$ cat src/rtl/pt_xlate_pkg.sv
package pt_xlate_pkg;
  typedef enum logic [1:0] {
    ST_IDLE  = 2'd0,
    ST_FETCH = 2'd1,
    ST_DONE  = 2'd2
  } walk_state_e;
endpackage

$ cat src/rtl/pt_xlate_regs.sv
module pt_xlate_regs #(
  parameter int AW = 32
) (
  input  logic          clk_i,
  input  logic          rst_ni,
  input  logic          we_i,
  input  logic          sel_i,
  input  logic [AW-1:0] wdata_i,
  output logic [AW-1:0] base_o,
  output logic [AW-1:0] size_o
);
  always_ff @(posedge clk_i or negedge rst_ni) begin
    if (!rst_ni) begin
      base_o <= '0;
      size_o <= '0;
    end else if (we_i) begin
      if (sel_i) size_o <= wdata_i;
      else       base_o <= wdata_i;
    end
  end
endmodule

$ cat src/rtl/pt_xlate_index.sv
module pt_xlate_index #(
  parameter int AW  = 32,
  parameter int PB  = 12,
  parameter int EB  = 3
) (
  input  logic [AW-1:0] addr_i,
  input  logic [AW-1:0] base_i,
  input  logic [AW-1:0] size_i,
  output logic          in_range_o,
  output logic [AW-1:0] entry_addr_o
);
  localparam int IW = AW - PB;
  localparam logic [AW-1:0] BASE_MASK = {1'b0, {(AW-1){1'b1}}};

  logic [IW-1:0] idx;
  logic [AW-1:0] idx_ext;
  logic [AW-1:0] n_entries;

  assign idx          = addr_i[AW-1:PB];
  assign idx_ext      = {{PB{1'b0}}, idx};
  assign n_entries    = size_i >> EB;
  assign in_range_o   = idx_ext < n_entries;
  assign entry_addr_o = (base_i & BASE_MASK) + (idx_ext << EB);
endmodule

$ cat src/rtl/pt_xlate_walk.sv
module pt_xlate_walk
  import pt_xlate_pkg::*;
#(
  parameter int AW = 32,
  parameter int PB = 12
) (
  input  logic          clk_i,
  input  logic          rst_ni,
  input  logic          req_valid_i,
  output logic          req_ready_o,
  input  logic [AW-1:0] req_addr_i,
  input  logic          in_range_i,
  input  logic [AW-1:0] entry_addr_i,
  output logic          rsp_done_o,
  output logic [AW-1:0] rsp_addr_o,
  output logic          rsp_perm_o,
  output logic          mem_rd_valid_o,
  output logic [AW-1:0] mem_rd_addr_o,
  input  logic          mem_rvalid_i,
  input  logic          mem_rerr_i,
  input  logic [AW-1:0] mem_rdata_i
);
  walk_state_e   state_q;
  logic [PB-1:0] off_q;
  logic [AW-1:0] mem_addr_q;
  logic [AW-1:0] rsp_addr_q;
  logic          rsp_perm_q;

  always_ff @(posedge clk_i or negedge rst_ni) begin
    if (!rst_ni) begin
      state_q    <= ST_IDLE;
      off_q      <= '0;
      mem_addr_q <= '0;
      rsp_addr_q <= '0;
      rsp_perm_q <= 1'b0;
    end else begin
      unique case (state_q)
        ST_IDLE: if (req_valid_i) begin
          off_q <= req_addr_i[PB-1:0];
          if (in_range_i) begin
            mem_addr_q <= entry_addr_i;
            state_q    <= ST_FETCH;
          end else begin
            rsp_addr_q <= '0;
            rsp_perm_q <= 1'b0;
            state_q    <= ST_DONE;
          end
        end
        ST_FETCH: begin
          // error wins over data
          if (mem_rerr_i) begin
            rsp_addr_q <= '0;
            rsp_perm_q <= 1'b0;
            state_q    <= ST_DONE;
          end else if (mem_rvalid_i) begin
            rsp_addr_q <= {mem_rdata_i[AW-1:PB], off_q};
            rsp_perm_q <= 1'b1;
            state_q    <= ST_DONE;
          end
        end
        ST_DONE: state_q <= ST_IDLE;
        default: state_q <= ST_IDLE;
      endcase
    end
  end

  assign req_ready_o    = (state_q == ST_IDLE);
  assign mem_rd_valid_o = (state_q == ST_FETCH);
  assign mem_rd_addr_o  = mem_addr_q;
  assign rsp_done_o     = (state_q == ST_DONE);
  assign rsp_addr_o     = rsp_addr_q;
  assign rsp_perm_o     = rsp_perm_q;

  assert_idle_quiet_R6: assert property (@(posedge clk_i) disable iff (!rst_ni)
    req_ready_o |-> (!mem_rd_valid_o && !rsp_done_o));
  assert_accept_busy_R6: assert property (@(posedge clk_i) disable iff (!rst_ni)
    (req_valid_i && req_ready_o) |=> !req_ready_o);
  assert_done_pulse_R7: assert property (@(posedge clk_i) disable iff (!rst_ni)
    rsp_done_o |=> !rsp_done_o);
  assert_rsp_hold_R7: assert property (@(posedge clk_i) disable iff (!rst_ni)
    !rsp_done_o |=> (rsp_done_o || ($stable(rsp_addr_o) && $stable(rsp_perm_o))));
  assert_fault_zero_R5: assert property (@(posedge clk_i) disable iff (!rst_ni)
    (rsp_done_o && !rsp_perm_o) |-> (rsp_addr_o == '0));
  assert_rd_hold_R8: assert property (@(posedge clk_i) disable iff (!rst_ni)
    (mem_rd_valid_o && !mem_rvalid_i && !mem_rerr_i) |=>
      (mem_rd_valid_o && $stable(mem_rd_addr_o)));
  assert_err_fault_R5: assert property (@(posedge clk_i) disable iff (!rst_ni)
    (mem_rd_valid_o && mem_rerr_i) |=> (rsp_done_o && !rsp_perm_o));
endmodule

$ cat src/rtl/pt_xlate.sv
module pt_xlate #(
  parameter int AW = 32,
  parameter int PB = 12,
  parameter int EB = 3
) (
  input  logic          clk_i,
  input  logic          rst_ni,
  input  logic          cfg_we_i,
  input  logic          cfg_sel_i,
  input  logic [AW-1:0] cfg_wdata_i,
  input  logic          req_valid_i,
  output logic          req_ready_o,
  input  logic [AW-1:0] req_addr_i,
  output logic          rsp_done_o,
  output logic [AW-1:0] rsp_addr_o,
  output logic          rsp_perm_o,
  output logic          mem_rd_valid_o,
  output logic [AW-1:0] mem_rd_addr_o,
  input  logic          mem_rvalid_i,
  input  logic          mem_rerr_i,
  input  logic [AW-1:0] mem_rdata_i
);
  logic [AW-1:0] base, size, entry_addr;
  logic          in_range;

  pt_xlate_regs #(.AW(AW)) u_regs (
    .clk_i, .rst_ni,
    .we_i(cfg_we_i), .sel_i(cfg_sel_i), .wdata_i(cfg_wdata_i),
    .base_o(base), .size_o(size)
  );

  pt_xlate_index #(.AW(AW), .PB(PB), .EB(EB)) u_index (
    .addr_i(req_addr_i), .base_i(base), .size_i(size),
    .in_range_o(in_range), .entry_addr_o(entry_addr)
  );

  pt_xlate_walk #(.AW(AW), .PB(PB)) u_walk (
    .clk_i, .rst_ni,
    .req_valid_i, .req_ready_o, .req_addr_i,
    .in_range_i(in_range), .entry_addr_i(entry_addr),
    .rsp_done_o, .rsp_addr_o, .rsp_perm_o,
    .mem_rd_valid_o, .mem_rd_addr_o,
    .mem_rvalid_i, .mem_rerr_i, .mem_rdata_i
  );
endmodule

$ cat config.mk
export PLATFORM = sky130hd
export DESIGN_NAME = pt_xlate
export DESIGN_NICKNAME = d
export VERILOG_FILES = /design/src/rtl/pt_xlate_pkg.sv /design/src/rtl/pt_xlate_regs.sv /design/src/rtl/pt_xlate_index.sv /design/src/rtl/pt_xlate_walk.sv /design/src/rtl/pt_xlate.sv
export SDC_FILE = /design/constraint.sdc
export NUM_CORES = 1
export LEC_CHECK = 0
export BUFFER_PORTS_ARGS = -buffer_cell sky130_fd_sc_hd__buf_4
export CAP_MARGIN = 5
export CORE_MARGIN = 1
export CORE_UTILIZATION = 53
export CTS_BUF_LIST = sky130_fd_sc_hd__clkbuf_8
export DETAILED_ROUTE_END_ITERATION = 8
export PLACE_DENSITY = 0.84
export SETUP_SLACK_MARGIN = 0.5
export SKIP_CTS_REPAIR_TIMING = 1
export SYNTH_ARGS = -nofsm -noshare
export SYNTH_HDL_FRONTEND = slang
export SYNTH_HIERARCHICAL = 1
export SYNTH_SLANG_ARGS = --single-unit
$ cat constraint.sdc
create_clock -name clk_i -period 5.5 [get_ports clk_i]
set_input_delay 1.65 -clock clk_i [delete_from_list [all_inputs] [get_ports clk_i]]
set_output_delay 1.65 -clock clk_i [all_outputs]
set_load 0.05 [all_outputs]
==> key figures, run 1 <==
Setup path
  – Startpoint Class: primary input
  – Critical Path RT: between 5 and 6 ns
  – CP max stage cell: o221ai_2
  – Max incr delay on CP: 0.62 ns
  – CP max FO: 19
  – WP buf/inv: 2
  – Largest delay share family, worst path: compound AO/OA/AOI/OAI gates
  – Cells along the critical path: buf_4 -> ha_1 -> a211o_1 -> o2111ai_1 -> a21oi_1 -> o221ai_1 -> a21oi_1 -> o21ai_0 -> nor2b_1 -> o221ai_2 -> buf_4 -> a22o_1
  – CP Data Arrival Time: between 4 and 5 ns
  – Crit Path Category: primary input to flip-flop
  – Endpoint type of the worst setup path: flip-flop

Job
  – Max-cap check violation count: 0

Hold path
  – HP Class: flip-flop to flip-flop

Synthesis
  – Syn_nets: about 680
  – Mapped Cells: 534
  – Post-Syn Area: between 0.006 and 0.007 mm2
  – Avg Inst Size Synth: between 10 and 15 um2
  – Synth Warn #: 6

Global routing
  – Number of global-route vias before repair: 4956
  – Initial antenna violation count: 0
  – GRT Overall Usage: a little under a quarter
  – Remaining Overflow, GRT: 0
  – First-pass GRT wire length: between 20 and 25 mm
  – Largest net degree at the start of global routing: ~120

STA
  – RSZ-0062 raised after global routing: false
  – Worst slew pin tran: about 1.1 ns
  – Final hold vios: 0
  – Fmax: around 0.25 GHz
  – Final setup fails: 0
  – Setup_tns: 0 ns
  – Final worst-path cycle share: 73.8%
  – Crit path setup slack, layout: about 1.4 ns
  – Min Tclk post-route: ~4.1 ns
  – Worst hold slack: 0.486 ns
  – Max-slew headroom: 25.1%
  – Max-slew violations: 0
  – Final Skew: ~0.015 ns

Placement
  – Post-place instance area: between 0.008 and 0.009 mm2
  – Setup WS pre-CTS: approximately 1 ns
  – PortBufs: ~160
  – DP Cell Count: 845
  – Hpwl dp: between 10 and 15 mm
  – Gpl congestion: approximately 0.84

Clocking
  – # H-tree levels: 4
  – CTS tree: yes
  – CTS buffer count: 17
  – Clock transition at the registers of the reported paths: 0.07 ns
  – Root Driver: clkbuf_8
  – Clock sink total: around 140
  – Clock Latency Late Sink: roughly 0.45 ns
  – Clk buf depth: 2

Die
  – Die width: around 120 um
  – Site Rows: slightly above 40
  – Die H: 116 um
  – Initial Util: around 54%
  – Top-level port count: 171
  – Die ar.: 0.0134 mm2
  – Core area: 0.0126 mm2

Routing
  – Wire length per cell: 17.5 um
  – DRT antenna net count: 0
  – DR vias/cell: 5.42
  – Drt pass-1 iters: 4
  – Vias: ~4800
  – Post-route DRC: 0
  – Routed WL: between 15 and 20 mm
  – Starting DRT DRC Count: approximately 340

Power
  – Sequential power share: roughly a third
  – Switching Share: between 40% and 50%
  – Clock share of power: a little under a fifth
  – Max VDD drop: around 0.23 mV
  – Final Power: approximately 4.6 mW
  – Sw power: ~2.0 mW
  – P_int: approximately 2.6 mW
  – Comb pwr share: between 40% and 50%
  – Static Leak: about 4.2 nW
  – Pwr Density: 536 mW/mm2

Layout
  – Nets: 835
  – Final core utilization: 67.9%
  – Post-route non-filler standard cell count: just under 900
  – Final instance area: 0.00857 mm2
  – Area growth syn-to-layout: 24.6%
  – Share of layout cells above drive strength 1: around 40%
  – Ant diodes: 0
  – Fillers: between 900 and 1000

Outcome
  – Status: finished, final reports clean
-- state kept, by name, indices dropped and copies added (netlist names) --
| name | cells |
|---|---|
| u_walk/off_q | 12 |
| u_regs/size_o | 29 |
| u_walk/mem_rd_addr_o | 32 |
| u_walk/rsp_addr_o | 32 |
| u_regs/base_o | 31 |
| u_walk/state_q | 2 |
| u_walk/rsp_perm_o | 1 |
-- final timing paths --
kind | start | endpoint | slack (ns) | cells after the start
worst min register to register | u_walk/mem_rd_addr_o[25] | u_walk/mem_rd_addr_o[25] | 0.49 | 1
worst min-delay path | u_walk/mem_rd_addr_o[25] | u_walk/mem_rd_addr_o[25] | 0.49 | 1
worst max-delay path | req_addr_i[13] | u_walk/rsp_addr_o[27] | 1.44 | 12
worst max register to register | u_regs/size_o[4] | u_walk/rsp_addr_o[27] | 2.41 | 12
max in group asynchronous | rst_ni | u_walk/rsp_addr_o[15] | 3.21 | 2
min in group asynchronous | rst_ni | u_walk/off_q[11] | 1.36 | 1
-- power by group through the flow --
stage	Combinational, mW	Sequential, mW	Clock (mW)
after floorplan	0.755	2.33	0
after global placement	2.12	1.56	0
after detailed placement	2.17	1.59	0
after CTS	2.17	1.57	0.879
after global routing	2.28	1.61	0.919
final	2.16	1.57	0.857
-- final cells by class --
type	instances	area [um2]	area share, %
clock buffers	18	248	2.89
clock inverters	13	161	1.88
inverters	25	93.8	1.10
multi-input cells	346	3150	36.7
flip-flops and latches	139	3480	40.6
well taps	172	215	2.51
repair buffers	163	1230	14.3
-- cells in the final DEF, fill, tap and decap left out, drive strengths merged, types with 10 or more instances in the layout --
master and n:
nand3 11, ha 39, buf 163, clkbuf 18, o21ai 10, mux2 104
nand2 11, a22o 32, nor2 14, a21oi 29, xnor2 17, dfrtp 139
inv 30, a21o 17
-- per-layer routing --
layer  vias up  routed length [um]  GRT usage (%)
met5         -                   0              0
met4         0                 388           11.0
met3        25                 486           4.92
met2       103                7980           40.1
met1      2376                6470           29.6
li1       2248                   -              -
Note: power is estimated with default switching activity, not from simulation.
==> inputs of run 2 (changes only) <==
CORE_UTILIZATION = 50   (was 53)
PLACE_DENSITY = 0.83   (was 0.84)
clock period = 3.6 ns   (was 5.5 ns; I/O delays follow)
==> key figures, run 2 (synthesis results as in run 1) <==
Outcome
  – Status: finished, final reports clean

Die
  – Die ar.: approximately 0.014 mm2
  – Core area: 0.0133 mm2
  – Top-level port count: about 170
  – Die H: 119 um
  – Site Rows: 42
  – Initial Util: between 50% and 60%
  – Die width: 119 um

Setup path
  – Startpoint Class: primary input
  – CP max FO: 3
  – Endpoint type of the worst setup path: flip-flop
  – Critical Path RT: just under 4 ns
  – CP Data Arrival Time: 3.38 ns
  – Crit Path Category: primary input to flip-flop

Layout
  – Fillers: slightly above 1000
  – Most frequent cells in the layout: buf_4 (168), dfrtp_1 (139), mux2_2 (68), ha_1 (38), a22o_1 (32)
  – Share of layout cells above drive strength 1: 43.3%
  – Nets: 846
  – Post-route non-filler standard cell count: 890
  – Commonest non-fill, non-tap cell in the layout: buf_4
  – Sequential Area: 0.00348 mm2
  – Area of the multi-input gates: around 0.0032 mm2
  – Ant diodes: 0
  – Area growth syn-to-layout: 28.0%

Global routing
  – GRT Overall Usage: between 20% and 30%
  – Initial antenna violation count: 0
  – Largest net degree at the start of global routing: 66
  – Remaining Overflow, GRT: 0
  – Number of global-route vias before repair: between 5000 and 6000
  – First-pass GRT wire length: 24.7 mm

Clocking
  – # H-tree levels: 4
  – Clock Latency Late Sink: between 0.4 and 0.5 ns
  – CTS buffer count: 17
  – CTS tree: yes
  – Clk buf depth: 2
  – Clock sink total: 139
  – Root Driver: clkbuf_8
  – Clock transition at the registers of the reported paths: ~0.070 ns

STA
  – Min Tclk post-route: 3.05 ns
  – Final hold vios: 0
  – Worst slew pin tran: between 0.6 and 0.7 ns
  – Final setup fails: 0
  – Fmax: 0.328 GHz
  – Setup_tns: 0 ns
  – Worst hold slack: between 0.4 and 0.5 ns
  – Max-slew headroom: around three fifths
  – RSZ-0062 raised after global routing: true
  – Final Skew: ~0.011 ns
  – Final worst-path cycle share: about 85%
  – Max-slew violations: 0

Job
  – Max-cap check violation count: 0

Routing
  – DRT antenna net count: 0
  – Post-route DRC: 0
  – Drt pass-1 iters: 4
  – Wire length per cell: between 15 and 20 um
  – Starting DRT DRC Count: 233
  – Vias: between 4000 and 5000
  – DR vias/cell: 5.45
  – Routed WL: ~15 mm

Power
  – Max VDD drop: around 0.32 mV
  – Comb pwr share: approximately 48%
  – Sequential power share: 33.6%
  – Static Leak: roughly 4.3 nW
  – Pwr Density: 817 mW/mm2
  – Switching Share: between 40% and 50%
  – Clock share of power: between 10% and 20%
  – P_int: 4.15 mW
  – Sw power: ~3.0 mW

Placement
  – PortBufs: roughly 160
  – Gpl congestion: approximately 0.84
  – Hpwl dp: 11.3 mm
  – DP Cell Count: roughly 860

Hold path
  – HP Class: flip-flop to flip-flop
[run 2: power by group through the flow]
stage | registers (mW) | logic [mW] | clock network [mW]
2_1_floorplan | 3.57 | 1.19 | 0
3_3_place_gp | 2.41 | 3.33 | 0
3_5_place_dp | 2.44 | 3.40 | 0
4_1_cts | 2.42 | 3.41 | 1.38
5_1_grt | 2.48 | 3.61 | 1.45
6_report | 2.42 | 3.43 | 1.34
[run 2: worst max-delay path, cell delays in order]
cell and delay [ns]:
buf_4 0.13, ha_4 0.16, fa_2 0.39, a21o_1 0.20, a221o_1 0.38, a31oi_4 0.24
buf_6 0.13, o21ai_0 0.09, a21oi_1 0.23, xnor2_1 0.09, mux2_2 0.26
[run 2: cell type report]
cell class | instances | share of cell area [%]
Clock buffer | 18 | 2.82
Clock inverter | 12 | 1.98
Inverter | 25 | 1.07
Multi-Input combinational cell | 346 | 36.6
Sequential cell | 139 | 39.5
Tap cell | 176 | 2.50
Timing Repair Buffer | 174 | 15.6
[run 2: path summary, 6_finish.rpt]
path,startpoint,endpoint,slack (ns),depth (start not counted)
setup / recovery,req_addr_i[12],u_walk/mem_rd_addr_o[17],0.55,11
hold / removal,u_walk/mem_rd_addr_o[2],u_walk/mem_rd_addr_o[2],0.49,1
setup reg to reg,u_regs/base_o[3],u_walk/mem_rd_addr_o[17],0.90,10
hold reg to reg,u_walk/mem_rd_addr_o[2],u_walk/mem_rd_addr_o[2],0.49,1
max in group asynchronous,rst_ni,u_walk/rsp_addr_o[9],2.24,2
min in group asynchronous,rst_ni,u_regs/base_o[14],0.63,1
[run 2: metal layers]
layer  global-route usage [%]  vias up  share of wire [%]
met3                     4.50       45                3.8
met4                     11.9        0                3.8
met5                        0        -                  0
met1                     27.8     2402                 42
met2                     37.3      136                 50
li1                         -     2271                  -
[run 2: stage by stage]
stage                     worst slack [ns]  total power [mW]  cell area (um2)  utilization (%)
final                                0.549              7.19             8800             65.9
after global routing                 0.491              7.53             8800             65.9
after CTS                            0.376              7.21             8740             65.5
after detailed placement            -0.112              5.84             8320             62.3
after global placement             -0.0241              5.74             8320             62.3
after floorplan                      0.347              4.76             6920                -
==> inputs of run 3 (changes only) <==
CORE_UTILIZATION = 53   (was 50)
PLACE_DENSITY = 0.84   (was 0.83)
clock period = 3.02 ns   (was 3.6 ns; I/O delays follow)
==> key figures, run 3 (synthesis results as in run 1) <==
Layout
  – Nets: a little under 900
  – Commonest non-fill, non-tap cell in the layout: buf_4
  – Fillers: a little under 900
  – Ant diodes: 0
  – Share of layout cells above drive strength 1: between 50% and 60%
  – Area growth syn-to-layout: 34.1%
  – Most frequent cells in the layout: buf_4 (184), dfrtp_1 (139), mux2_2 (67), mux2_4 (33)

Power
  – Pwr Density: between 900 and 1000 mW/mm2
  – Sequential power share: about a third
  – Comb pwr share: 50.5%
  – Final Power: about 8.8 mW
  – Switching Share: 43.0%
  – Sw power: about 3.8 mW
  – Static Leak: roughly 4.5 nW
  – Max VDD drop: ~0.56 mV
  – Clock share of power: 16.6%
  – P_int: a little over 5 mW

Clocking
  – Clock transition at the registers of the reported paths: ~0.080 ns
  – Clock sink total: ~140
  – Clock Latency Late Sink: roughly 0.43 ns
  – # H-tree levels: 4
  – Clk buf depth: 2
  – Root Driver: clkbuf_8
  – CTS buffer count: 17
  – CTS tree: yes

STA
  – Min Tclk post-route: 2.80 ns
  – RSZ-0062 raised after global routing: true
  – Final Skew: 0.0114 ns
  – Setup_tns: 0 ns
  – Worst slew pin tran: 0.573 ns
  – Max-slew violations: 0
  – Final worst-path cycle share: between 90% and 100%
  – Max-slew headroom: about three fifths
  – Fmax: 0.358 GHz
  – Final setup fails: 0
  – Final hold vios: 0

Die
  – Die ar.: roughly 0.013 mm2
  – Top-level port count: 171
  – Die H: ~120 um
  – Die width: roughly 120 um
  – Core area: 0.0126 mm2
  – Site Rows: between 40 and 50
  – Initial Util: a little over half

Placement
  – PortBufs: 158
  – Hpwl dp: 11.4 mm
  – Gpl congestion: about 0.83

Routing
  – Drt pass-1 iters: 4
  – DRT antenna net count: 0
  – Post-route DRC: 0
  – DR vias/cell: 5.49
  – Routed WL: ~16 mm
  – Starting DRT DRC Count: 294
  – Wire length per cell: 17.9 um
  – Vias: approximately 5000

Setup path
  – Critical Path RT: 3.34 ns
  – Reg-to-reg setup timing slack: around 0.35 ns
  – Startpoint Class: primary input
  – CP Data Arrival Time: 3.12 ns
  – R2R depth: 10
  – Reg-to-Reg Start: u_regs/base_o[3]
  – CP max FO: 5
  – FF-to-FF End: u_walk/mem_rd_addr_o[25]
  – Crit Path Category: primary input to flip-flop
  – Endpoint type of the worst setup path: flip-flop

Global routing
  – Largest net degree at the start of global routing: between 60 and 70
  – First-pass GRT wire length: around 25 mm
  – Number of global-route vias before repair: ~5000
  – Remaining Overflow, GRT: 0
  – GRT Overall Usage: between 20% and 30%
  – Initial antenna violation count: 0

Job
  – Max-cap check violation count: 0

Hold path
  – HP Class: primary input to asynchronous set/reset pin

Outcome
  – Status: finished, final reports clean
run 3: cell types whose count changed in the layout (fill, tap and decap cells not counted), moves of 6 or more:
cell    before  now
buf_4      168  184
buf_6        2    8
ha_1        38   32
ha_4         1    7
mux2_1      23    4
mux2_4      13   33
run 3: worst max-delay path by stage:
stage | start | to | slack (ns) | cells after the start
floorplan | req_addr_i[12] | u_walk/mem_rd_addr_o[31] | -0.06 | 9
global placement | req_addr_i[12] | u_walk/mem_rd_addr_o[31] | -0.28 | 10
detailed placement | req_addr_i[13] | u_walk/rsp_addr_o[25] | -0.29 | 13
CTS | req_addr_i[12] | u_walk/mem_rd_addr_o[25] | 0.18 | 11
global route | req_addr_i[12] | u_walk/mem_rd_addr_o[25] | 0.19 | 11
finish | req_addr_i[12] | u_walk/mem_rd_addr_o[25] | 0.22 | 11
run 3: critical path, cell delays in order:
cell	delay, ns
buf_6	0.10
ha_4	0.15
fa_2	0.35
a21o_1	0.19
a221o_1	0.35
a31oi_4	0.22
a21oi_4	0.10
a41o_4	0.32
nand3_4	0.10
xnor2_2	0.07
mux2_4	0.26
run 3: routing by layer:
metal | global-route usage (%) | share of wire (%) | up-vias
met3 | 4.71 | 4.0 | 24
met5 | 0 | 0 | -
met2 | 40.8 | 52 | 130
li1 | - | - | 2325
met4 | 9.91 | 1.9 | 0
met1 | 31.2 | 42 | 2524
run 3: layout make-up:
type / count / area, um2 / share of cell area, %
Clock buffer: 17 / 234 / 2.54
Clock inverter: 14 / 148 / 1.60
Inverter: 25 / 93.8 / 1.02
Multi-Input combinational cell: 346 / 3470 / 37.6
Sequential cell: 139 / 3480 / 37.7
Tap cell: 172 / 215 / 2.33
Timing Repair Buffer: 198 / 1590 / 17.2
run 3: stage by stage:
stage / hold WS [ns] / util, % / cell area (um2) / setup WS [ns] / std cells
2_1_floorplan: 0.469 / - / 7110 / -0.0593 / 534
3_3_place_gp: 0.470 / 68.0 / 8580 / -0.283 / 870
3_5_place_dp: 0.484 / 68.0 / 8580 / -0.294 / 870
4_1_cts: 0.424 / 71.0 / 8960 / 0.183 / 901
5_1_grt: 0.444 / 73.1 / 9220 / 0.189 / 911
6_report: 0.423 / 73.1 / 9220 / 0.225 / 911
run 3: power groups by stage:
stage                     Combinational (mW)  Clock, mW  Sequential [mW]
after floorplan                         1.64          0             4.26
after global placement                  4.15          0             2.90
after detailed placement                4.25          0             2.93
after CTS                               4.27       1.50             2.91
after global routing                    4.69       1.57             2.98
final                                   4.47       1.46             2.91
